===== src/rtl/mpaf_pkg.sv =====
package mpaf_pkg;
    localparam int ADDR_W_DEF = 8;

    typedef enum logic {
        SEL_SLAVE = 1'b0,
        SEL_MASK  = 1'b1
    } regsel_e;

    typedef struct packed {
        logic own;
        logic bcast;
    } hit_t;

    typedef enum logic [1:0] {
        EV_NONE,
        EV_BYPASS,
        EV_ADDR,
        EV_DATA
    } frame_ev_e;

    function automatic logic any_hit(hit_t h);
        return h.own | h.bcast;
    endfunction
endpackage


===== src/rtl/mpaf_regs.sv =====
module mpaf_regs #(
    parameter int W = 8
) (
    input  logic         clk,
    input  logic         rst,
    input  logic         we,
    input  logic         sel,
    input  logic [W-1:0] wdata,
    output logic [W-1:0] slave_q,
    output logic [W-1:0] mask_q
);
    import mpaf_pkg::*;

    regsel_e target;
    assign target = regsel_e'(sel);

    always_ff @(posedge clk) begin
        if (rst) begin
            slave_q <= '0;
            mask_q  <= '0;
        end else if (we) begin
            if (target == SEL_MASK) mask_q <= wdata;
            else                    slave_q <= wdata;
        end
    end
endmodule


===== src/rtl/mpaf_match.sv =====
module mpaf_match #(
    parameter int W = 8
) (
    input  logic [W-1:0]  slave_q,
    input  logic [W-1:0]  mask_q,
    input  logic [W-1:0]  body,
    output mpaf_pkg::hit_t hit
);
    logic [W-1:0] own_ok;
    logic [W-1:0] bc_ok;
    logic [W-1:0] bc_pat;

    assign bc_pat = slave_q | mask_q;

    for (genvar i = 0; i < W; i++) begin : g_bit
        assign own_ok[i] = ~mask_q[i] | (body[i] == slave_q[i]);
        assign bc_ok[i]  = ~bc_pat[i] | body[i];
    end

    assign hit.own   = &own_ok;
    assign hit.bcast = &bc_ok;
endmodule


===== src/rtl/mpaf_select.sv =====
module mpaf_select (
    input  logic           clk,
    input  logic           rst,
    input  logic           mp_en,
    input  logic           valid,
    input  logic           is_addr,
    input  mpaf_pkg::hit_t hit,
    input  logic           clr,
    output logic           pulse_q,
    output logic           sel_q,
    output logic           acc_q
);
    import mpaf_pkg::*;

    frame_ev_e ev;

    always_comb begin
        if (!valid)       ev = EV_NONE;
        else if (!mp_en)  ev = EV_BYPASS;
        else if (is_addr) ev = EV_ADDR;
        else              ev = EV_DATA;
    end

    always_ff @(posedge clk) begin
        if (rst) begin
            pulse_q <= 1'b0;
            sel_q   <= 1'b0;
            acc_q   <= 1'b0;
        end else begin
            pulse_q <= 1'b0;
            acc_q   <= 1'b0;
            unique case (ev)
                EV_ADDR: begin
                    pulse_q <= any_hit(hit);
                    sel_q   <= any_hit(hit);
                    acc_q   <= any_hit(hit);
                end
                EV_DATA: begin
                    acc_q <= sel_q;
                    if (clr) sel_q <= 1'b0;
                end
                EV_BYPASS: begin
                    acc_q <= 1'b1;
                    if (clr) sel_q <= 1'b0;
                end
                default: begin
                    if (clr) sel_q <= 1'b0;
                end
            endcase
        end
    end
endmodule


===== src/rtl/mp_addr_filter.sv =====
module mp_addr_filter #(
    parameter int W = mpaf_pkg::ADDR_W_DEF,
    localparam int FW = W + 1
) (
    input  logic          clk,
    input  logic          rst,
    input  logic          reg_we,
    input  logic          reg_sel,
    input  logic [W-1:0]  reg_wdata,
    input  logic          mp_en,
    input  logic          frm_valid,
    input  logic [FW-1:0] frm_data,
    input  logic          sel_clear,
    output logic          match_pulse,
    output logic          selected,
    output logic          frm_accept,
    output logic          filter_armed
);
    logic [W-1:0]   slave_q;
    logic [W-1:0]   mask_q;
    mpaf_pkg::hit_t hit;

    mpaf_regs #(.W(W)) u_regs (
        .clk     (clk),
        .rst     (rst),
        .we      (reg_we),
        .sel     (reg_sel),
        .wdata   (reg_wdata),
        .slave_q (slave_q),
        .mask_q  (mask_q)
    );

    mpaf_match #(.W(W)) u_match (
        .slave_q (slave_q),
        .mask_q  (mask_q),
        .body    (frm_data[W-1:0]),
        .hit     (hit)
    );

    mpaf_select u_sel (
        .clk     (clk),
        .rst     (rst),
        .mp_en   (mp_en),
        .valid   (frm_valid),
        .is_addr (frm_data[W]),
        .hit     (hit),
        .clr     (sel_clear),
        .pulse_q (match_pulse),
        .sel_q   (selected),
        .acc_q   (frm_accept)
    );

    assign filter_armed = mp_en & (|mask_q);
endmodule


===== config.mk =====
export PLATFORM = sky130hd
export DESIGN_NAME = mp_addr_filter
export DESIGN_NICKNAME = d
export VERILOG_FILES = /design/src/rtl/mpaf_pkg.sv /design/src/rtl/mpaf_regs.sv /design/src/rtl/mpaf_match.sv /design/src/rtl/mpaf_select.sv /design/src/rtl/mp_addr_filter.sv
export SDC_FILE = /design/constraint.sdc
export NUM_CORES = 1
export LEC_CHECK = 0
export BUFFER_PORTS_ARGS = -buffer_cell sky130_fd_sc_hd__buf_2
export CORE_UTILIZATION = 54
export DETAILED_ROUTE_END_ITERATION = 10
export GPL_ROUTABILITY_DRIVEN = 0
export PLACE_DENSITY = 0.82
export SETUP_SLACK_MARGIN = 0.15
export SLEW_MARGIN = 5
export SYNTH_ARGS = -nofsm -noshare
export SYNTH_HDL_FRONTEND = slang
export SYNTH_HIERARCHICAL = 1
export SYNTH_SLANG_ARGS = --single-unit
export TNS_END_PERCENT = 20

===== constraint.sdc =====
create_clock -name clk -period 3 [get_ports clk]
set_input_delay 0.15 -clock clk [delete_from_list [all_inputs] [get_ports clk]]
set_output_delay 0.15 -clock clk [all_outputs]
set_load 0.05 [all_outputs]

---- Word-level counts from Yosys, hierarchy flattened ----
Cells that the tools add are included.
operators by class
  equal/unequal tests ..................... 11
  muxes and demuxes ....................... 6
  bitwise operators ....................... 37
  reduce and logical (&&, ||, !) cells .... 7
operators by type and width
  kind                number
  $not 1->1           18
  $or 1x1->1          17
  $reduce_and 8->1    2
  $eq 1x1->1          8
  $or 8x8->8          1
  $reduce_or 8->1     1
  $eq 2x2->1 const B  2
  $mux 2              2
  $reduce_and 2->1    2
  $mux 1              3
  $pmux 1 s3          1
  $eq 2x1->1 const B  1
  $reduce_bool 2->1   1
  $reduce_or 2->1     1
  $and 1x1->1         1
storage, ports and cells
  register bits after elaboration ......... 19
  input port bits ......................... 24
  output and inout bits ................... 4
  logic and storage cells ................. 66

---- Longest topological paths before layout ----
Gate-level depths: netlist of the first run.
  depth in word-level cells ............... 6
  mapped depth ............................ 5
  gate-level depth less buffers ........... 5

---- Cells and area by module ----
Netlist of the first run, hierarchy kept.
by module, submodules not included
  module          instances  cells each  area each (µm²)
  mpaf_regs       1          64          674.4
  mpaf_match      1          25          176.4
  mpaf_select     1          11          130.1
  mp_addr_filter  1          3           20.0

---- Least setup slack after synthesis of the first run ----
No wires, ideal clock.
  kind .................................... reg-to-reg
  from .................................... register u_regs.slave_q[6]
  to ...................................... register u_sel.acc_q
  library setup time ...................... 0.087 ns
  arrival ................................. 1.275 ns
  data required time ...................... 2.913 ns
  setup slack ............................. 1.638 ns
  stages on the path, launching flop included .. 6
  path through ............................ dfxtp_1 -> xor2_1 -> a22oi_1 -> and4_1 -> and4bb_2 -> nor4b_2
RTL lines
  element                   line               text
  start: declaration        mpaf_regs.sv:9     output logic [W-1:0] slave_q,
  start signal: assignment  mpaf_regs.sv:23    else slave_q <= wdata;
  end signal: assignment    mpaf_select.sv:36  acc_q <= any_hit(hit);
  end signal: assignment    mpaf_select.sv:39  acc_q <= sel_q;
  end: declaration          mpaf_select.sv:11  output logic acc_q

==> summary.txt, run 1 <==
Final layout
  • Commonest non-fill, non-tap cell in the layout: buf_2
  • Diode count: 0
  • Most frequent cells in the layout: 27 x buf_2, 25 x nand2b_1, 19 x dfxtp_1
  • Fillers: 151
  • Layout Nets: 155
  • Layout Cells excl Fill: 155
  • Share of layout cells above drive strength 1: 24.62%
  • Area added between synthesis and finish: 17.12%
  • Cell area after layout: 1172 um2

CTS
  • H-tree Lvls: 1
  • Longest Clk Path Bufs: 2
  • Clk_lat worst skew: 280 ps
  • Number of CTS-inserted buffers: 3
  • Cts repair resizes: 0
  • Root buf cell: clkbuf_4
  • Clock Sinks: 19
  • Hold_buf cts: 0
  • Post-CTS setup buffers: 0
  • CTS clk-pin slew, worst paths: 110 ps
  • CTS tree: done

Synth
  • Sequential-to-total area share from yosys stat: 38.00%
  • Top_reg_cell synth: dfxtp_1
  • Synth unique cells: 25
  • #FFs+latches synth: 19
  • Syn Nets: 127
  • Post-synth EDFFs: 0
  • Synth Warn #: 6
  • Synth async-reset ratio: 0%
  • Mapped Area: 1001 um2
  • Syn Inst Count: 103
  • Post-synthesis area per instance: 9.718 um2

Timing
  • Final setup viols: 0
  • Final period util: 51.29%
  • Slew Viols, Final: 0
  • Relative slew slack: 61.08%
  • Slew @ Worst Pin: 582.6 ps
  • Fmax: 649.9 MHz
  • Fin. Hold Viols: 0
  • Crit path time final: 1539 ps
  • Post-route setup slack: 1461 ps
  • RSZ-0062 raised after global routing: false
  • Worst Skew: 2.365 ps
  • Setup TNS: 0 ps

Route
  • WL final: 1.989 mm
  • Drt wl/cell: 12.83 um
  • DRC Markers: 0
  • DRT iter0 DRCs: 5
  • Drt first pass iters: 4
  • Vias per cell: 5.323
  • Vias: 825
  • Post-DRT Antenna Nets: 0

Status
  • Status: complete, no violations

Place
  • Dpl cell area: 1146 um2
  • Pre-CTS setup slack: 1513 ps
  • Post-Place Cells: 151
  • I/O Buffers: 27
  • Final HPWL DP: 1.524 mm

GRT
  • Largest net degree at the start of global routing: 28
  • Antenna violations before repair: 0
  • GRT overflow: 0
  • Vias in the first global route: 746
  • Global-route wire length before repair: 3.139 mm
  • Global Route Usage Sum: 21.62%

Pwr
  • Sequential power share: 54.9%
  • Comb pwr share: 19.9%
  • Clock power frac: 25.2%
  • Max rail drop VDD: 0.3350 mV
  • Switching share of power: 27.73%
  • Pleak: 0.5392 nW
  • PD cells: 431.1 nW/um2
  • Cell-internal power: 0.0003652 W
  • Sw Pwr: 0.0001402 W

Min path
  • Hold Path Origin: sel_clear
  • Worst min path class: in -> reg
  • WHS Path Cells: 3

Floorplanning
  • Starting Density: 57.97%
  • Die H: 45.06 um
  • Row Count: 15
  • I/O pin count: 28
  • Die area: 2030 um2
  • Die W: 45.06 um
  • Total core area: 1727 um2

Flow run
  • # Max-Cap Violations: 0

Setup path
  • R2R cell count: 5
  • Endpoint type of the worst setup path: flop
  • CP required: 3210 ps
  • Critical Path Source Type: flop
  • Critical Path Fanout Max: 3
  • Launch point of the critical path: u_regs/slave_q[2]$_SDFFE_PP0P_
  • Reg-to-Reg Start: u_regs/slave_q[2]$_SDFFE_PP0P_
  • CP arrival: 1750 ps
  • CP Class: reg -> reg
## metal layers
metal  wire [um]  share of wire (%)  vias to the layer above  global-route usage (%)
met5           0                  0                        -                       0
met4          13               0.65                        0                   3.636
met3          83                4.2                        2                   5.600
met2         986                 50                       20                   35.94
met1         905                 46                      387                   28.54
li1            -                  -                      416                       -
## power groups by stage
| stage | clock network (W) | registers, W | logic (W) |
|---|---|---|---|
| after CTS | 0.000131 | 0.000277 | 0.000101 |
| after global placement | 0 | 0.000282 | 0.0000992 |
| after global routing | 0.000138 | 0.000279 | 0.000110 |
| after detailed placement | 0 | 0.000283 | 0.000101 |
| after floorplan | 0 | 0.000287 | 0.0000641 |
| final | 0.000127 | 0.000277 | 0.000101 |
## synthesized netlist by cell type (2+ instances only)
cell type	instances	area (um2)
a22oi_1	4	30.03
o21bai_1	4	30.03
nand2b_1	25	156.4
nor2_1	6	22.52
nor4_1	2	12.51
xor2_1	8	70.07
mux2i_1	17	170.2
dfxtp_1	19	380.4
o22ai_1	2	12.51
## cell families (layout without fill, tap and decap cells)
kind of cell,count (synthesis),in the layout,share of synthesized area (%)
xor+xnor,8,8,7.000
compound gates,12,12,8.875
mux,17,17,17.00
flops,19,19,38.00
buf+inv,4,31,2.124
simple gates,43,43,27.00
## final timing paths
path | to | slack (ps)
worst min-delay path | u_sel/sel_q$_SDFFE_PP0P_ | 130
worst max-delay path | u_sel/acc_q$_SDFF_PP0_ | 1460
worst min register to register | u_regs/slave_q[1]$_SDFFE_PP0P_ | 510
worst max register to register | u_sel/acc_q$_SDFF_PP0_ | 1460
## cell type report
type	count	area [um2]	area share, %
Sequential cell	19	380.4	32.44
Multi-Input combinational cell	80	599.3	51.12
Tap cell	25	31.28	2.668
Clock buffer	4	26.28	2.241
Timing Repair Buffer	27	135.1	11.53
## critical path, stage by stage (launching register included)
cell      delay, ps
dfxtp_1         350
xor2_1          170
a22oi_1         220
and4_1          240
and4bb_2        250
nor4b_2         230
## through the flow
step,power (W),util [%],hold WS (ps)
after global placement,0.0003811,66.38,420.0
after floorplan,0.0003507,-,221.4
after CTS,0.0005097,67.90,131.5
final,0.0005054,67.90,128.9
after global routing,0.0005280,67.90,144.2
after detailed placement,0.0003836,66.38,438.8
## sequential cells by signal (all words and copies together), names as in the netlist
name / count
u_regs/mask_q: 8
u_sel/sel_q: 1
u_regs/slave_q: 8
u_sel/acc_q: 1
u_sel/pulse_q: 1
Note: power is estimated with default switching activity, not from simulation.
==> run 2, diff against run 1 <==
--- a/config.mk
+++ b/config.mk
@@ -5,11 +5,12 @@
 export SDC_FILE = /design/constraint.sdc
 export NUM_CORES = 1
 export LEC_CHECK = 0
+export ABC_AREA = 1
 export BUFFER_PORTS_ARGS = -buffer_cell sky130_fd_sc_hd__buf_2
-export CORE_UTILIZATION = 54
+export CORE_UTILIZATION = 46
 export DETAILED_ROUTE_END_ITERATION = 10
 export GPL_ROUTABILITY_DRIVEN = 0
-export PLACE_DENSITY = 0.82
+export PLACE_DENSITY = 0.74
 export SETUP_SLACK_MARGIN = 0.15
 export SLEW_MARGIN = 5
 export SYNTH_ARGS = -nofsm -noshare
==> constraint.sdc (replaced) <==
create_clock -name clk -period 1.3 [get_ports clk]
set_input_delay 0.065 -clock clk [delete_from_list [all_inputs] [get_ports clk]]
set_output_delay 0.065 -clock clk [all_outputs]
set_load 0.05 [all_outputs]
==> run 2 against run 1 <==
Routed wire length increased by 25%. Sequential power up 130%. Global-route usage up 0.70 points. Design area increased by 8.6%. Area after synthesis up 4.8%. Clock power grew 140%. Worst hold slack worse by 130 ps. First-iteration DRC count increased to 5.8 times the previous value. Clock-buffer cell count did not move.
==> summary.txt, run 2 <==
Setup path
  • Critical Path Source Type: flop (unchanged)
  • Critical Path Fanout Max: 4 (was 3)
  • Worst-path cell chain: nand2_1 -> nand2_1 -> nor2_1 -> nor2_1 -> nand2_1 -> nor2_1 -> nor2_1 -> nor2_2 -> nand2_1 -> nand2_1 (was xor2_1 -> a22oi_1 -> and4_1 -> and4bb_2 -> nor4b_2)
  • WP buf/inv: 0 (unchanged)
  • CP top delay family: simple AND/OR/NAND/NOR gates (unchanged)
  • Worst path max stage delay: 420 ps (was 350 ps)
  • Slowest CP cell: dfxtp_1 (unchanged)
  • CP arrival: 1450 ps (was 1750 ps)
  • CP required: 1550 ps (was 3210 ps)
  • CP Class: reg -> reg (unchanged)
  • CP dominant cell by count: nand2_1
  • Endpoint type of the worst setup path: flop (unchanged)

Synth
  • Post-synth top area cell: dfxtp_1 (unchanged)
  • Synth top area share: 36.28% (was 38.00%)
  • Post-synthesis adder-cell area fraction: 0% (unchanged)
  • Top_reg_cell synth: dfxtp_1 (unchanged)
  • Mux contribution to synthesized area: 0% (was 17.00%)
  • Combinational family with the most area after synthesis: simple AND/OR/NAND/NOR gates (unchanged)
  • Most frequent cell after synthesis: nor2_1 (was nand2b_1)
  • Largest cells by area after synthesis: dfxtp_1 36%, nor2_1 15%, nand2_1 14% (was dfxtp_1 38%, mux2i_1 17%, nand2b_1 16%)
  • Mapped Area: 1049 um2 (was 1001 um2)
  • Synth async-reset ratio: 0% (unchanged)
  • Synth Area in Compound Gates: 9.547% (was 8.875%)
  • Synth Area in XOR/XNOR: 0% (was 7.000%)
  • Post-synth EDFFs: 0 (unchanged)
  • Post-synthesis simple-gate area fraction: 43.44% (was 27.00%)
  • Most instantiated cells after synthesis: 42 x nor2_1, 40 x nand2_1, 19 x dfxtp_1, 19 x nand3_1, 18 x inv_1 (was 25 x nand2b_1, 19 x dfxtp_1, 17 x mux2i_1, 8 x xor2_1, 6 x nor2_1)
  • Synth unique cells: 18 (was 25)
  • Sequential-to-total area share from yosys stat: 36.28% (was 38.00%)
  • Syn Nets: 192 (was 127)
  • #FFs+latches synth: 19 (unchanged)
  • Syn Inst Count: 168 (was 103)
  • Synth Warn #: 6 (unchanged)
  • Post-synthesis area per instance: 6.241 um2 (was 9.718 um2)

Floorplanning
  • Starting Density: 51.35% (was 57.97%)
  • Total core area: 2042 um2 (was 1727 um2)
  • Die area: 2474 um2 (was 2030 um2)
  • Die H: 49.74 um (was 45.06 um)
  • I/O pin count: 28 (unchanged)
  • Row Count: 16 (was 15)
  • Die W: 49.74 um (was 45.06 um)

GRT
  • Antenna violations before repair: 0 (unchanged)
  • Global-route wire length before repair: 4.160 mm (was 3.139 mm)
  • Largest net degree at the start of global routing: 19 (was 28)
  • GRT overflow: 0 (unchanged)
  • Global Route Usage Sum: 22.32% (was 21.62%)
  • Vias in the first global route: 1037 (was 746)

Route
  • DRT iter0 DRCs: 29 (was 5)
  • Post-DRT Antenna Nets: 0 (unchanged)
  • Vias: 1123 (was 825)
  • Drt wl/cell: 10.96 um (was 12.83 um)
  • DRC Markers: 0 (unchanged)
  • Drt first pass iters: 4 (unchanged)
  • WL final: 2.489 mm (was 1.989 mm)
  • Vias per cell: 4.947 (was 5.323)

CTS
  • Longest Clk Path Bufs: 2 (unchanged)
  • Clk_lat worst skew: 310 ps (was 280 ps)
  • H-tree Lvls: 1 (unchanged)
  • Root buf cell: clkbuf_4 (unchanged)
  • CTS tree: done (unchanged)
  • CTS clk-pin slew, worst paths: 110 ps (about the same)
  • Number of CTS-inserted buffers: 3 (unchanged)
  • Clock Sinks: 19 (unchanged)

Status
  • Status: complete, no violations (unchanged)

Timing
  • Worst Skew: 8.739 ps (was 2.365 ps)
  • Final period util: 91.73% (was 51.29%)
  • RSZ-0062 raised after global routing: true (was false)
  • Fin. Hold Viols: 0 (unchanged)
  • Setup TNS: 0 ps (unchanged)
  • Fmax: 838.6 MHz (was 649.9 MHz)
  • Final setup viols: 0 (unchanged)
  • Crit path time final: 1192 ps (was 1539 ps)
  • Relative slew slack: 78.61% (was 61.08%)
  • Slew Viols, Final: 0 (unchanged)
  • Slew @ Worst Pin: 320.9 ps (was 582.6 ps)

Flow run
  • # Max-Cap Violations: 0 (unchanged)

Pwr
  • Max rail drop VDD: 0.7171 mV (was 0.3350 mV)
  • Pleak: 0.6563 nW (was 0.5392 nW)
  • PD cells: 963.7 nW/um2 (was 431.1 nW/um2)

Final layout
  • Area added between synthesis and finish: 21.48% (was 17.12%)
  • Cell area after layout: 1274 um2 (was 1172 um2)
  • Share of layout cells above drive strength 1: 24.00% (was 24.62%)
  • Layout Nets: 225 (was 155)
  • Diode count: 0 (unchanged)
  • Top Registers: u_regs/mask_q x8, u_regs/slave_q x8 (unchanged)
  • Most frequent cells in the layout: 40 x nor2_1, 40 x nand2_1, 26 x buf_2 (was 27 x buf_2, 25 x nand2b_1, 19 x dfxtp_1)
  • Fillers: 219 (was 151)

Min path
  • Worst min path class: in -> reg (unchanged)

Place
  • Dpl cell area: 1185 um2 (was 1146 um2)
  • I/O Buffers: 27 (unchanged)
  • Final HPWL DP: 1.813 mm (was 1.524 mm)
-- run 2: cell families (layout without fill, tap and decap cells) --
kind of cell	Yosys count	count (layout)
simple gates	108	108
buf+inv	24	56
flops	19	19
compound gates	17	17
-- run 2: final timing paths --
kind	start	endpoint	slack (ps)	depth (start not counted)
min	reg_wdata[7]	u_regs/mask_q[7]$_SDFFE_PP0P_	2	3
max reg2reg	u_regs/slave_q[3]$_SDFFE_PP0P_	u_sel/sel_q$_SDFFE_PP0P_	110	10
max	u_regs/slave_q[3]$_SDFFE_PP0P_	u_sel/sel_q$_SDFFE_PP0P_	110	10
min reg2reg	u_regs/mask_q[1]$_SDFFE_PP0P_	u_regs/mask_q[1]$_SDFFE_PP0P_	500	2
-- run 2: layer usage --
layer / routed length, um / track usage (%) / up-vias
met2: 1212 / 39.86 / 35
met5: 0 / 0 / -
met4: 46 / 10.00 / 0
li1: - / - / 591
met1: 1123 / 26.04 / 492
met3: 106 / 3.086 / 5
-- run 2: metrics by stage --
stage	hold WS, ps	cells	worst slack (ps)	util [%]	power (W)
3_5_place_dp	323.5	218	159.0	58.03	0.0009090
5_1_grt	1.254	227	8.910	62.38	0.001300
4_1_cts	1.840	225	102.4	61.40	0.001231
2_1_floorplan	190.9	168	262.5	-	0.0008301
6_report	2.231	227	107.5	62.38	0.001227
3_3_place_gp	318.8	218	193.3	58.03	0.0009008
-- run 2: area by class of cell --
| cell class | instances | area (um2) | share of cell area [%] |
|---|---|---|---|
| timing repair buffer | 32 | 186.4 | 14.64 |
| multi-input combinational | 125 | 560.5 | 44.01 |
| inverter | 20 | 77.57 | 6.090 |
| tap | 27 | 33.78 | 2.652 |
| clock buffer | 4 | 26.28 | 2.063 |
| sequential | 19 | 389.1 | 30.55 |
-- run 2: power by group --
part	switching [W]	internal, W	leakage, nW
clock network	0.000189	0.000120	0.0150
registers	0.0000276	0.000616	0.159
logic	0.000164	0.000110	0.482
total	0.000381	0.000846	0.656
-- run 2: worst reg2reg max path: cells and delay by family, from the launching register on --
kind	cells	cell delay [ps]
DFF	1	420
and+or+nand+nor	10	730
-- run 2: what timing repair did --
item / in CTS / in global routing
setup buffers: 2 / 0
pin swaps: 0 / 1
hold endpoints to repair: 1 / 2
endpoints found under the setup margin: 4 / 4
hold buffers: 1 / 2
cloned: 0 / 0
gates resized for setup: 10 / 0
==> run 3, diff against run 2 <==
--- a/config.mk
+++ b/config.mk
@@ -11,6 +11,7 @@
 export DETAILED_ROUTE_END_ITERATION = 10
 export GPL_ROUTABILITY_DRIVEN = 0
 export PLACE_DENSITY = 0.74
+export RECOVER_POWER = 100
 export SETUP_SLACK_MARGIN = 0.15
 export SLEW_MARGIN = 5
 export SYNTH_ARGS = -nofsm -noshare
==> run 3 against run 2 <==
Die area is the same. Critical path depth shrank 5. First-iteration DRC count increased by 17%. Fmax down 0.23%. Total power is 0.13% lower. Clock-buffer cell count did not move. Setup slack got worse by 2.8 ps. Largest cell class unchanged. Global-route usage stayed put. Routed wire length is 0.64% higher. Sequential share of layout area about the same. Utilization shrank 0.31 points.
==> summary.txt, run 3 (synthesis gave the netlist of run 2 again) <==
Status
  • Status: complete, no violations (unchanged)

Route
  • Post-DRT Antenna Nets: 0 (unchanged)
  • Vias per cell: 5.000 (was 4.947)
  • WL final: 2.505 mm (was 2.489 mm)
  • DRT iter0 DRCs: 34 (was 29)
  • Drt wl/cell: 11.04 um (was 10.96 um)
  • Drt first pass iters: 4 (unchanged)
  • DRC Markers: 0 (unchanged)
  • Vias: 1135 (was 1123)

Floorplanning
  • Die H: 49.74 um (unchanged)
  • I/O pin count: 28 (unchanged)
  • Row Count: 16 (unchanged)
  • Starting Density: 51.35% (unchanged)
  • Die W: 49.74 um (unchanged)
  • Total core area: 2042 um2 (unchanged)
  • Die area: 2474 um2 (unchanged)

GRT
  • Largest net degree at the start of global routing: 19 (unchanged)
  • GRT overflow: 0 (unchanged)
  • Global-route wire length before repair: 4.160 mm (unchanged)
  • Global Route Usage Sum: 22.32% (unchanged)
  • Vias in the first global route: 1037 (unchanged)
  • Antenna violations before repair: 0 (unchanged)

CTS
  • Clock Sinks: 19 (unchanged)
  • CTS tree: done (unchanged)
  • Root buf cell: clkbuf_4 (unchanged)
  • CTS clk-pin slew, worst paths: 110 ps (about the same)
  • Number of CTS-inserted buffers: 3 (unchanged)
  • Clk_lat worst skew: 310 ps (about the same)
  • Longest Clk Path Bufs: 2 (unchanged)
  • H-tree Lvls: 1 (unchanged)

Timing
  • Min Hold Slack: 2.045 ps (was 2.231 ps)
  • Worst Skew: 9.691 ps (was 8.739 ps)
  • Fmax: 836.6 MHz (was 838.6 MHz)
  • Fin. Hold Viols: 0 (unchanged)
  • RSZ-0062 raised after global routing: true (unchanged)
  • Setup TNS: 0 ps (unchanged)
  • Post-route setup slack: 104.7 ps (was 107.5 ps)
  • Final period util: 91.94% (was 91.73%)
  • Relative slew slack: 60.88% (was 78.61%)
  • Slew Viols, Final: 0 (unchanged)
  • Final setup viols: 0 (unchanged)
  • Crit path time final: 1195 ps (was 1192 ps)
  • Slew @ Worst Pin: 589.3 ps (was 320.9 ps)

Min path
  • WHS Path Cells: 3 (unchanged)
  • Hold Path Origin: reg_wdata[7] (unchanged)
  • Worst hold path endpoint: u_regs/mask_q[7]$_SDFFE_PP0P_ (unchanged)
  • Worst min path class: in -> reg (unchanged)

Place
  • I/O Buffers: 27 (unchanged)
  • Final HPWL DP: 1.813 mm (unchanged)
  • Pre-CTS setup slack: 159.0 ps (unchanged)
  • Post-Place Cells: 218 (unchanged)

Pwr
  • Pleak: 0.6437 nW (was 0.6563 nW)
  • Comb pwr share: 22.3% (was 22.4%)
  • Sequential power share: 52.5% (was 52.4%)
  • Clock power frac: 25.2% (about the same)
  • Cell-internal power: 0.0008444 W (was 0.0008461 W)
  • PD cells: 967.2 nW/um2 (was 963.7 nW/um2)
  • Switching share of power: 31.12% (was 31.07%)
  • Total power: 0.001226 W (was 0.001227 W)
  • Max rail drop VDD: 0.7179 mV (was 0.7171 mV)
  • Sw Pwr: 0.0003815 W (was 0.0003813 W)

Setup path
  • CP top delay family: flip-flops (was simple AND/OR/NAND/NOR gates)
  • Worst-path cell chain: nor2_1 -> nand2_1 -> nor2_2 -> nor2_2 -> buf_6 (was nand2_1 -> nand2_1 -> nor2_1 -> nor2_1 -> nand2_1 -> nor2_1 -> nor2_1 -> nor2_2 -> nand2_1 -> nand2_1)
  • R2R Path End: u_sel/sel_q$_SDFFE_PP0P_ (unchanged)
  • CP required: 1240 ps (was 1550 ps)
  • Slowest CP cell: dfxtp_1 (unchanged)
  • Reg-to-Reg Start: u_regs/slave_q[3]$_SDFFE_PP0P_ (unchanged)
  • CP Class: reg -> out (was reg -> reg)
  • Critical Path Source Type: flop (unchanged)
  • Critical Path Fanout Max: 4 (unchanged)
  • Flop2flop setup slack: 110 ps (about the same)
  • R2R cell count: 10 (unchanged)
  • CP arrival: 1130 ps (was 1450 ps)
  • Endpoint type of the worst setup path: output port (was flop)
  • Worst path max stage delay: 350 ps (was 420 ps)
  • CP dominant cell by count: nor2_2 (was nand2_1)
  • WP buf/inv: 1 (was 0)

Final layout
  • Layout Cells excl Fill: 227 (unchanged)
  • Layout Nets: 225 (unchanged)
  • Area added between synthesis and finish: 20.88% (was 21.48%)
  • Diode count: 0 (unchanged)
  • Top Registers: u_regs/mask_q x8, u_regs/slave_q x8 (unchanged)
  • Share of layout cells above drive strength 1: 21.50% (was 24.00%)
  • Most frequent cells in the layout: 40 x nor2_1, 40 x nand2_1, 22 x buf_2 (was 40 x nor2_1, 40 x nand2_1, 26 x buf_2)
  • Fillers: 224 (was 219)

Flow run
  • # Max-Cap Violations: 0 (unchanged)
==> run 3: how the worst max path moves through the flow <==
| stage | startpoint | endpoint | slack, ps | depth (start not counted) |
|---|---|---|---|---|
| 2_1_floorplan | u_sel/sel_q$_SDFFE_PP0P_ | u_sel/acc_q$_SDFF_PP0_ | 260 | 4 |
| 3_3_place_gp | u_regs/slave_q[2]$_SDFFE_PP0P_ | u_sel/sel_q$_SDFFE_PP0P_ | 190 | 10 |
| 3_5_place_dp | u_regs/slave_q[2]$_SDFFE_PP0P_ | u_sel/acc_q$_SDFF_PP0_ | 160 | 10 |
| 4_1_cts | u_regs/mask_q[2]$_SDFFE_PP0P_ | filter_armed | 100 | 5 |
| 5_1_grt | u_regs/slave_q[6]$_SDFFE_PP0P_ | u_sel/acc_q$_SDFF_PP0_ | 7 | 11 |
| 6_report | u_regs/mask_q[6]$_SDFFE_PP0P_ | filter_armed | 100 | 5 |
==> run 3: worst reg2reg max path, cell delays in order (launching register included) <==
cell and delay, ps:
dfxtp_1 410, nand2_1 80, nand2_1 60, nor2_1 50, nor2_1 100, nand2_1 60, nor2_1 80, nor2_1 50
nor2_2 110, nand2_1 70, nand2_1 50
==> run 3: timing repair <==
action / in CTS / in global routing
resized for setup: 10 / 0
buffers inserted: 2 / 0
pin swaps: 0 / 1
gates cloned: 0 / 0
endpoints found under the setup margin: 4 / 4
endpoints found under the hold margin: 1 / 2
hold buffers: 1 / 2
==> run 3: cell type report <==
type / count / area, um2 / share of cell area (%)
repair buffers: 32 / 182.7 / 14.41
clock buffers: 4 / 26.28 / 2.073
multi-input cells: 125 / 560.5 / 44.22
inverters: 20 / 77.57 / 6.120
flip-flops and latches: 19 / 386.6 / 30.50
well taps: 27 / 33.78 / 2.665
==> run 3: power groups by stage <==
stage	clock [W]	combinational (W)	sequential, W
2_1_floorplan	0	0.000167	0.000663
3_3_place_gp	0	0.000247	0.000654
3_5_place_dp	0	0.000253	0.000656
4_1_cts	0.000319	0.000270	0.000643
5_1_grt	0.000343	0.000307	0.000648
6_report	0.000309	0.000274	0.000643
==> run 3: stage by stage <==
step | util, % | instance area (um2)
2_1_floorplan | - | 1051
5_1_grt | 62.07 | 1267
3_5_place_dp | 58.03 | 1185
3_3_place_gp | 58.03 | 1185
4_1_cts | 61.40 | 1254
6_report | 62.07 | 1267
==> run 3: layer usage <==
layer	vias up	wire length, um	global-route usage [%]
met3	5	129	3.086
met1	497	1106	26.04
met2	42	1222	39.86
li1	591	-	-
met5	-	0	0
met4	0	46	10.00
